File: config.mk
export PLATFORM = sky130hd
export DESIGN_NAME = hornerWaveEngine
export DESIGN_NICKNAME = d
export VERILOG_FILES = /design/src/rtl/hornerPkg.sv /design/src/rtl/hornerCtrl.sv /design/src/rtl/pipeMul.sv /design/src/rtl/coefRam.sv /design/src/rtl/hornerDatapath.sv /design/src/rtl/hornerWaveEngine.sv
export SDC_FILE = /design/constraint.sdc
export NUM_CORES = 2
export LEC_CHECK = 0
export ABC_AREA = 1
export BUFFER_PORTS_ARGS = -buffer_cell sky130_fd_sc_hd__buf_2
export CORE_MARGIN = 2
export CORE_UTILIZATION = 62
export DETAILED_ROUTE_END_ITERATION = 16
export PLACE_DENSITY_LB_ADDON = 0.3
export REMOVE_ABC_BUFFERS = 1
export SETUP_SLACK_MARGIN = 0.05
export SLEW_MARGIN = 0
export SYNTH_ARGS = -nofsm -noshare
export SYNTH_HDL_FRONTEND = slang
export SYNTH_HIERARCHICAL = 1
export SYNTH_SLANG_ARGS = --single-unit
File: constraint.sdc
create_clock -name clk -period 15.6 [get_ports clk]
set_input_delay 1.56 -clock clk [delete_from_list [all_inputs] [get_ports clk]]
set_output_delay 1.56 -clock clk [all_outputs]
set_load 0.01 [all_outputs]
File: src/rtl/hornerPkg.sv
package hornerPkg;

  // Per-cycle strobes from the sequencer to the datapath.
  typedef struct packed {
    logic load;    // current channel starts a sample: accumulator = top coefficient
    logic issue;   // current accumulator value enters the multiplier
    logic finish;  // current pass is the last one: emit sample, advance phase
  } hornerStrobe_t;

endpackage

File: src/rtl/hornerCtrl.sv
module hornerCtrl
  import hornerPkg::*;
#(
  parameter int NUM_CH = 4,
  parameter int ORDER  = 5,
  localparam int CH_W   = $clog2(NUM_CH),
  localparam int STEP_W = $clog2(ORDER + 1)
) (
  input  logic              clk,
  input  logic              rst,
  output hornerStrobe_t     strobe,
  output logic [CH_W-1:0]   curChan,
  output logic [CH_W-1:0]   nextChan,
  output logic [STEP_W-1:0] nextK
);

  logic [CH_W-1:0]   slot;
  logic              warm;
  logic [STEP_W-1:0] stepCnt [NUM_CH];
  logic [STEP_W-1:0] curStep;

  always_comb begin
    nextChan      = (slot == CH_W'(NUM_CH - 1)) ? '0 : slot + 1'b1;
    nextK         = STEP_W'(ORDER) - stepCnt[nextChan];
    curStep       = stepCnt[slot];
    curChan       = slot;
    strobe.load   = warm && (curStep == '0);
    strobe.issue  = warm && (curStep != STEP_W'(ORDER));
    strobe.finish = warm && (curStep == STEP_W'(ORDER));
  end

  always_ff @(posedge clk) begin
    if (rst) begin
      slot <= CH_W'(NUM_CH - 1);
      warm <= 1'b0;
    end else begin
      slot <= nextChan;
      warm <= 1'b1;
    end
  end

  for (genvar c = 0; c < NUM_CH; c++) begin : g_step
    always_ff @(posedge clk) begin
      if (rst) begin
        stepCnt[c] <= '0;
      end else if (warm && slot == CH_W'(c)) begin
        stepCnt[c] <= (curStep == STEP_W'(ORDER)) ? '0 : curStep + 1'b1;
      end
    end
  end

endmodule

File: src/rtl/pipeMul.sv
module pipeMul #(
  parameter int A_W = 18,
  parameter int B_W = 18,
  parameter int LAT = 4,
  localparam int P_W = A_W + B_W
) (
  input  logic                  clk,
  input  logic signed [A_W-1:0] opA,
  input  logic signed [B_W-1:0] opB,
  output logic signed [P_W-1:0] prod
);

  logic signed [A_W-1:0] aQ;
  logic signed [B_W-1:0] bQ;
  logic signed [P_W-1:0] stage [LAT-1];

  always_ff @(posedge clk) begin
    aQ       <= opA;
    bQ       <= opB;
    stage[0] <= aQ * bQ;
  end

  for (genvar i = 1; i < LAT - 1; i++) begin : g_stage
    always_ff @(posedge clk) stage[i] <= stage[i-1];
  end

  assign prod = stage[LAT-2];

endmodule

File: src/rtl/coefRam.sv
module coefRam #(
  parameter int DATA_W = 18,
  parameter int ADDR_W = 7,
  localparam int DEPTH = 1 << ADDR_W
) (
  input  logic              clk,
  input  logic              we,
  input  logic [ADDR_W-1:0] wAddr,
  input  logic [DATA_W-1:0] wData,
  input  logic [ADDR_W-1:0] rAddr,
  output logic [DATA_W-1:0] rData
);

  logic [DATA_W-1:0] mem [DEPTH];

  always_ff @(posedge clk) begin
    if (we) mem[wAddr] <= wData;
    rData <= mem[rAddr];
  end

endmodule

File: src/rtl/hornerDatapath.sv
module hornerDatapath
  import hornerPkg::*;
#(
  parameter int NUM_CH    = 4,
  parameter int ORDER     = 5,
  parameter int DATA_W    = 18,
  parameter int PHASE_W   = 24,
  parameter int SEG_BITS  = 4,
  parameter int DITH_BITS = 4,
  parameter int LFSR_W    = 16,
  parameter logic [LFSR_W-1:0] LFSR_SEED = 16'hACE1,
  parameter logic [LFSR_W-1:0] LFSR_TAPS = 16'hB400,
  localparam int CH_W    = $clog2(NUM_CH),
  localparam int STEP_W  = $clog2(ORDER + 1),
  localparam int COEF_AW = SEG_BITS + STEP_W
) (
  input  logic               clk,
  input  logic               rst,
  input  hornerStrobe_t      strobe,
  input  logic [CH_W-1:0]    curChan,
  input  logic [CH_W-1:0]    nextChan,
  input  logic [STEP_W-1:0]  nextK,
  input  logic               coefWe,
  input  logic [COEF_AW-1:0] coefAddr,
  input  logic [DATA_W-1:0]  coefData,
  input  logic               freqWe,
  input  logic [CH_W-1:0]    freqChan,
  input  logic [PHASE_W-1:0] freqWord,
  input  logic               ditherEn,
  output logic               sampleValid,
  output logic [CH_W-1:0]    sampleChan,
  output logic [DATA_W-1:0]  sampleData
);

  localparam int FRAC_X = DATA_W - 1;
  localparam int PROD_W = 2 * DATA_W;
  localparam int SUM_W  = DATA_W + 2;
  localparam int X_TOP  = PHASE_W - SEG_BITS - 1;
  localparam logic signed [PROD_W-1:0] HALF_LSB = PROD_W'(1) << (FRAC_X - 1);
  localparam logic signed [SUM_W-1:0]  SAT_HI   = SUM_W'((1 << (DATA_W - 1)) - 1);
  localparam logic signed [SUM_W-1:0]  SAT_LO   = -SAT_HI - 1;

  logic [PHASE_W-1:0]       freqReg  [NUM_CH];
  logic [PHASE_W-1:0]       phaseReg [NUM_CH];
  logic [SEG_BITS-1:0]      segReg   [NUM_CH];
  logic signed [DATA_W-1:0] xReg     [NUM_CH];
  logic [LFSR_W-1:0]        lfsr;

  logic [DATA_W-1:0]        ramQ;
  logic signed [DATA_W-1:0] coefQ;
  logic signed [PROD_W-1:0] mulOut;
  logic signed [PROD_W-1:0] roundFull;
  logic signed [SUM_W-1:0]  sumWide;
  logic signed [DATA_W-1:0] satSum;
  logic signed [DATA_W-1:0] newAcc;
  logic signed [DATA_W-1:0] mulA;
  logic signed [DATA_W-1:0] mulB;
  logic [PHASE_W-1:0]       phaseNext;
  logic [PHASE_W-1:0]       dithTerm;
  logic [PHASE_W-1:0]       evalNext;
  logic [LFSR_W-1:0]        lfsrNext;
  logic [COEF_AW-1:0]       rdAddr;

  // Coefficient fetch runs one cycle ahead of the channel that will use it.
  assign rdAddr = {segReg[nextChan], nextK};

  coefRam #(
    .DATA_W (DATA_W),
    .ADDR_W (COEF_AW)
  ) u_ram (
    .clk   (clk),
    .we    (coefWe),
    .wAddr (coefAddr),
    .wData (coefData),
    .rAddr (rdAddr),
    .rData (ramQ)
  );

  pipeMul #(
    .A_W (DATA_W),
    .B_W (DATA_W),
    .LAT (NUM_CH)
  ) u_mul (
    .clk  (clk),
    .opA  (mulA),
    .opB  (mulB),
    .prod (mulOut)
  );

  always_comb begin
    coefQ     = $signed(ramQ);
    roundFull = (mulOut + HALF_LSB) >>> FRAC_X;
    sumWide   = $signed(roundFull[SUM_W-1:0])
              + $signed({{(SUM_W - DATA_W){coefQ[DATA_W-1]}}, coefQ});
    if (sumWide > SAT_HI)      satSum = $signed(SAT_HI[DATA_W-1:0]);
    else if (sumWide < SAT_LO) satSum = $signed(SAT_LO[DATA_W-1:0]);
    else                       satSum = $signed(sumWide[DATA_W-1:0]);
    newAcc    = strobe.load ? coefQ : satSum;
    mulA      = strobe.issue ? newAcc : '0;
    mulB      = xReg[curChan];
    phaseNext = phaseReg[curChan] + freqReg[curChan];
    dithTerm  = ditherEn ? PHASE_W'(lfsr[DITH_BITS-1:0]) : '0;
    evalNext  = phaseNext + dithTerm;
    lfsrNext  = {1'b0, lfsr[LFSR_W-1:1]} ^ (lfsr[0] ? LFSR_TAPS : '0);
  end

  // Frequency words are configuration: written by the host, kept across reset.
  always_ff @(posedge clk) begin
    if (freqWe) freqReg[freqChan] <= freqWord;
  end

  always_ff @(posedge clk) begin
    if (rst) begin
      for (int c = 0; c < NUM_CH; c++) begin
        phaseReg[c] <= '0;
        segReg[c]   <= '0;
        xReg[c]     <= '0;
      end
      lfsr        <= LFSR_SEED;
      sampleValid <= 1'b0;
      sampleChan  <= '0;
      sampleData  <= '0;
    end else begin
      sampleValid <= strobe.finish;
      if (strobe.finish) begin
        sampleChan         <= curChan;
        sampleData         <= satSum;
        phaseReg[curChan]  <= phaseNext;
        segReg[curChan]    <= evalNext[PHASE_W-1 -: SEG_BITS];
        xReg[curChan]      <= $signed({1'b0, evalNext[X_TOP -: FRAC_X]});
        lfsr               <= lfsrNext;
      end
    end
  end

endmodule

File: src/rtl/hornerWaveEngine.sv
module hornerWaveEngine
  import hornerPkg::*;
#(
  parameter int NUM_CH    = 4,
  parameter int ORDER     = 5,
  parameter int DATA_W    = 18,
  parameter int PHASE_W   = 24,
  parameter int SEG_BITS  = 4,
  parameter int DITH_BITS = 4,
  localparam int CH_W    = $clog2(NUM_CH),
  localparam int STEP_W  = $clog2(ORDER + 1),
  localparam int COEF_AW = SEG_BITS + STEP_W
) (
  input  logic               clk,
  input  logic               rst,
  input  logic               coefWe,
  input  logic [COEF_AW-1:0] coefAddr,
  input  logic [DATA_W-1:0]  coefData,
  input  logic               freqWe,
  input  logic [CH_W-1:0]    freqChan,
  input  logic [PHASE_W-1:0] freqWord,
  input  logic               ditherEn,
  output logic               sampleValid,
  output logic [CH_W-1:0]    sampleChan,
  output logic [DATA_W-1:0]  sampleData
);

  hornerStrobe_t     strobe;
  logic [CH_W-1:0]   curChan;
  logic [CH_W-1:0]   nextChan;
  logic [STEP_W-1:0] nextK;

  hornerCtrl #(
    .NUM_CH (NUM_CH),
    .ORDER  (ORDER)
  ) u_ctrl (
    .clk      (clk),
    .rst      (rst),
    .strobe   (strobe),
    .curChan  (curChan),
    .nextChan (nextChan),
    .nextK    (nextK)
  );

  hornerDatapath #(
    .NUM_CH    (NUM_CH),
    .ORDER     (ORDER),
    .DATA_W    (DATA_W),
    .PHASE_W   (PHASE_W),
    .SEG_BITS  (SEG_BITS),
    .DITH_BITS (DITH_BITS)
  ) u_dp (
    .clk         (clk),
    .rst         (rst),
    .strobe      (strobe),
    .curChan     (curChan),
    .nextChan    (nextChan),
    .nextK       (nextK),
    .coefWe      (coefWe),
    .coefAddr    (coefAddr),
    .coefData    (coefData),
    .freqWe      (freqWe),
    .freqChan    (freqChan),
    .freqWord    (freqWord),
    .ditherEn    (ditherEn),
    .sampleValid (sampleValid),
    .sampleChan  (sampleChan),
    .sampleData  (sampleData)
  );

endmodule

; ---- Word level (Yosys, flattened, before mapping)
; Memory sizes are Yosys's and may differ from the RTL's. A register that Yosys moved wholly into a read port is not among the register bits.
; Cells that the tools add are included.
[op_classes]
n_addsub = 7
n_mul = 1
magnitude_cmp = 2
eq_ne = 5
muxes = 45
n_bitwise = 5
reduce_logical = 12
[op_table]
columns = cell, n
row1 = 18-bit 2-to-1 mux, 3
row2 = 24-bit adder, 2
row3 = "36-bit by 18-bit adder with 36-bit output, second input constant", 1
row4 = 18-bit by 18-bit multiplier with 36-bit output, 1
row5 = 1-bit 2-to-1 mux, 25
row6 = 24-bit 2-to-1 mux, 1
row7 = 24-bit OR reduction, 1
row8 = 19-bit by 18-bit adder with 20-bit output, 1
row9 = "20-bit by 18-bit > comparator with 1-bit output, second input constant", 1
row10 = "20-bit by 18-bit < comparator with 1-bit output, second input constant", 1
row11 = 17-bit 2-to-1 mux, 1
row12 = 17-bit OR reduction, 1
row13 = 16-bit 2-to-1 mux, 1
row14 = 15-bit by 16-bit bitwise XOR with 16-bit output, 1
row15 = 3-bit 2-to-1 mux, 5
row16 = 2-bit 2-to-1 mux, 7
row17 = 4-bit 2-to-1 mux, 2
row18 = 1-bit logical AND, 7
row19 = "2-bit == test, second input constant", 2
row20 = 1-bit OR, 4
row21 = 4-bit OR reduction, 1
row22 = "3-bit by 1-bit adder with 3-bit output, second input constant", 1
row23 = "3-bit == test, second input constant", 1
row24 = 3-bit zero test, 1
row25 = 5 further kinds, 5
[totals]
reg_bits = 76
ramBits = 2700
in_bits = 56
output_inout_bits = 21
elab_cells = 92
memories = 7
[memory_table]
columns = memory, depth, width, read_ports, rd_clocked_by_memory_dff, write_ports, line
row1 = u_dp.u_ram.mem, 128, 18, 1, 1, 1, coefRam.sv:14  ; logic [DATA_W-1:0] mem [DEPTH];
row2 = u_dp.u_mul.stage, 3, 36, 3, 0, 3, pipeMul.sv:15  ; logic signed [P_W-1:0] stage [LAT-1];
row3 = u_dp.freqReg, 4, 24, 1, 1, 1, hornerDatapath.sv:43  ; logic [PHASE_W-1:0] freqReg [NUM_CH];
row4 = u_dp.phaseReg, 4, 24, 1, 1, 4, hornerDatapath.sv:44  ; logic [PHASE_W-1:0] phaseReg [NUM_CH];
row5 = u_dp.xReg, 4, 17, 1, 1, 4, hornerDatapath.sv:46  ; logic signed [DATA_W-1:0] xReg [NUM_CH];
row6 = u_dp.segReg, 4, 4, 1, 0, 4, hornerDatapath.sv:45  ; logic [SEG_BITS-1:0] segReg [NUM_CH];
row7 = 1 more memories, --, --, --, --, --, --

; ---- Longest topological paths before layout
[depth]
depth_word = 7
ltp_mapped = 28
depth_no_buf = 26

; ---- Cells and area by module
; Netlist, hierarchy kept.
[modules_own_cells]
columns = mod, instances, cells_each, area_each_um2, seq_area_each_um2
row1 = coefRam, 1, 7614, 92881.6, 69546.7
row2 = hornerDatapath, 1, 1926, 16694.8, 9028.7
row3 = pipeMul, 1, 1962, 16339.4, 2882.8
row4 = hornerCtrl, 1, 134, 1016.0, 420.4

; ---- Worst setup path before layout
; No wires, ideal clock.
[synth_timing]
kind = flip-flop to flip-flop
startpoint = register u_dp.u_mul.bQ[4], read port of u_dp.xReg
endpoint = memory u_dp/u_mul/stage[0][27] in the netlist's numbering
setup_time_ps = 113
arrival_time_ps = 5411
required_time_ps = 15487
slack_ps = 10077
path_stages_with_launch = 20
path_buffers = 2
cell_sequence = dfxtp_1 clkbuf_1 clkbuf_1 nand2_1 fa_1 inv_1 fa_1 fa_1 fa_1 fa_1 inv_1 fa_1 inv_1 ha_1 nand2_1 nor2_4 nand2_1 or2_1 nand4_1 nand2_1
[synth_lines]
columns = element, line
row1 = "start, declared", pipeMul.sv:14  ; logic signed [B_W-1:0] bQ;
row2 = "end, declared", pipeMul.sv:15

; ---- Final worst setup path
[layout_timing]
startpoint = register u_ctrl.slot[0], in the netlist u_ctrl/curChan[0]
endpoint = register u_dp.u_ram.rData[9], read port of u_dp.u_ram.mem
[layout_between]
elab_chain_cells = 4
elab_cells_between_ends = 6
[layout_rtl]
columns = element, line
row1 = "start, declared", hornerCtrl.sv:17  ; logic [CH_W-1:0] slot;
row2 = "start signal, assigned", hornerCtrl.sv:34  ; slot <= CH_W'(NUM_CH - 1);
row3 = "start signal, assigned", hornerCtrl.sv:37  ; slot <= nextChan;
row4 = 2-bit by 1-bit adder with 2-bit output or 2-bit == test (tied branches), hornerCtrl.sv:23  ; nextChan = (slot == CH_W'(NUM_CH - 1)) ? '0 : slot + 1'b1;
row5 = 2-bit 2-to-1 mux *, hornerCtrl.sv:23
row6 = named net nextChan[1], hornerWaveEngine.sv:30  ; logic [CH_W-1:0] nextChan;
row7 = memory 4 x 3 bit *, --
row8 = 3-bit subtractor *, hornerCtrl.sv:24  ; nextK = STEP_W'(ORDER) - stepCnt[nextChan];
row9 = named net nextK[1], hornerWaveEngine.sv:31  ; logic [STEP_W-1:0] nextK;
row10 = "end, declared", coefRam.sv:11  ; output logic [DATA_W-1:0] rData
; The timed path passes the listed nets; every way through them passes the cells marked *.
; A chain may end at the register's enable or synchronous reset.

==> results.yml <==
run_status:
  status: "finished clean"
run:
  cap_violations: 0
route:
  vias: 88074
  wirelength_mm: 344
  drtIter0Drc: 12338
  drc: 0
  dr.pass1.iters: 8
  avgRoutedWirePerCell_um: 24.0
  avgViaCountPerCell: 6.14
  ant_nets: 0
synthesis:
  avgSynthCellArea_um2: 10.9
  netlist_area_um2: 126000
  yosysWarnings: 6
  syn-instance-count: 11560
worst_setup_path:
  crit_type: "flop to flop"
  critPathMaxStageDelay_ns: 0.84
  cp_common_cell: "nand3_1"
  cp_top_family: "simple AND/OR/NAND/NOR gates"
  crit_buf_inv: 5
  crit_chain: "inv_8 -> ha_1 -> inv_1 -> nand2_1 -> nand2_4 -> nand2_1 -> nand2_4 -> buf_4 -> buf_4 -> buf_4 -> nand3_1 -> nand3_1 -> nand3_1 -> nand3_1 -> nand3_1 -> nand2_1"
  cp-end-kind: "flop"
  arrival_ns: 7.69
  required_ns: 16.48
  cp_max_fo: 70
  critPathLaunchType: "flop"
  crit_path_top_delay_cell: "dfxtp_4"
final_layout:
  post-route-util_pct: 68.0
  stdcell_area_um2: 137000
  seqCellArea_um2: 80900
  final_layout_size_suffix_gt1_share_pct: 7.18
  fillers: 14187
  finish.net_count: 11993
  multi_input_area_um2: 38700
  areaGrowthSynthToFinish_pct: 9.10
cts:
  path_clk_slew_ns: 0.06
  clk_latency_ns: 0.95
  cts_setup_buffers: 0
  cts.sinks: 2746
  cts_buffers: 292
  cts.repair.resized: 0
  htreeDepth: 5
  cts_hold_buffers: 0
  root_buffer: "clkbuf_16"
  clk_path_buf_depth: 4
  cts_tree: "done"
die:
  die_y_um: 454
  die_area_um2: 206000
  row_count: 165
  die_x_um: 454
  core-area_um2: 202000
  start_util_pct: 62.3
  io-pin-count: 77
grt:
  first_global_vias: 86162
  grt_max_degree: 277
  grt_pass1_wl_mm: 518
  gr-total-overflow: 0
  antenna_found_initial: 12
  track_usage_pct: 33.3
sta:
  maxSlewViolCount: 0
  setup_viol: 0
  slew_headroom_pct: 4.36
  period_share_pct: 43.7
  hold_ws_ns: 0.324
  finalHoldViolCount: 0
  rsz0062_at_grt: "no"
  fmax_mhz: 147
  worstMarginPinSlew_ns: 1.43
  period_minus_slack_ns: 6.81
  skew_ns: 0.0556
place:
  port-buffer-count: 76
  place.gp.congestion: 0.947
  hpwl_mm: 201
  postPlaceCellArea_um2: 128000
worst_hold_path:
  min_path_type: "flop to flop"
[final cells by class]
| class | instances | area share (%) |
|---|---|---|
| flip-flops and latches | 2746 | 59.0 |
| clock buffers | 387 | 5.81 |
| repair buffers | 287 | 1.55 |
| inverters | 838 | 2.33 |
| diodes | 5 | 0.00912 |
| clock inverters | 111 | 0.693 |
| multi-input cells | 7296 | 28.2 |
| well taps | 2672 | 2.44 |
[layer usage]
layer,GRT usage (%),share of wire [%],vias to the layer above
met5,0,0.019,-
met4,19.1,6.4,10
met3,8.02,12,1073
met2,51.7,46,5560
met1,43.3,35,42398
li1,-,-,39033
[sequential cells by signal (all words and copies together), names as in the netlist]
signal and cells:
u_dp/u_ram/rData 18, u_dp/sampleData 18, u_dp/segReg 16, u_ctrl/warm 1, u_dp/xReg 68, u_dp/lfsr 16
u_dp/sampleValid 1, u_dp/sampleChan 2, u_dp/freqReg 96, u_dp/u_mul/bQ 18, u_ctrl/stepCnt 12, u_dp/u_ram/mem 2304
u_dp/u_mul/aQ 18, u_dp/phaseReg 96, u_ctrl/curChan 2, u_dp/u_mul/stage 60
[layout by cell type (no fill, tap or decap), types with 58 or more instances in the layout]
cell / count
a21oi_1: 65
buf_2: 58
buf_4: 220
clkbuf_1: 71
clkbuf_16: 300
clkinv_1: 58
dfxtp_1: 152
edfxtp_1: 2592
fa_1: 331
ha_1: 145
inv_1: 812
nand2_1: 3260
nand3_1: 2391
nor2_1: 579
o21ai_0: 163
o22ai_1: 71
[metrics by stage]
stage / setup TNS, ns / setup WS, ns / instances
finish: 0 / 8.79 / 14342
global placement: 0 / 9.12 / 13839
global route: 0 / 8.60 / 14340
CTS: 0 / 8.96 / 14337
detailed placement: 0 / 9.00 / 13839
floorplan: -761.40 / -42.33 / 10880
[final timing paths]
check / cells after the start / startpoint / end / slack, ns
worst max register to register: 16 / u_ctrl/curChan[0] / u_dp/u_ram/rData[9] / 8.79
worst min-delay path: 0 / u_dp/u_mul/stage[0][33] / u_dp/u_mul/stage[0][69] / 0.32
worst min register to register: 0 / u_dp/u_mul/stage[0][33] / u_dp/u_mul/stage[0][69] / 0.32
worst max-delay path: 16 / u_ctrl/curChan[0] / u_dp/u_ram/rData[9] / 8.79
Power is left out: the tool's default activity adds up to more than one toggle a clock period on the data nets, which glitch-free logic cannot reach.
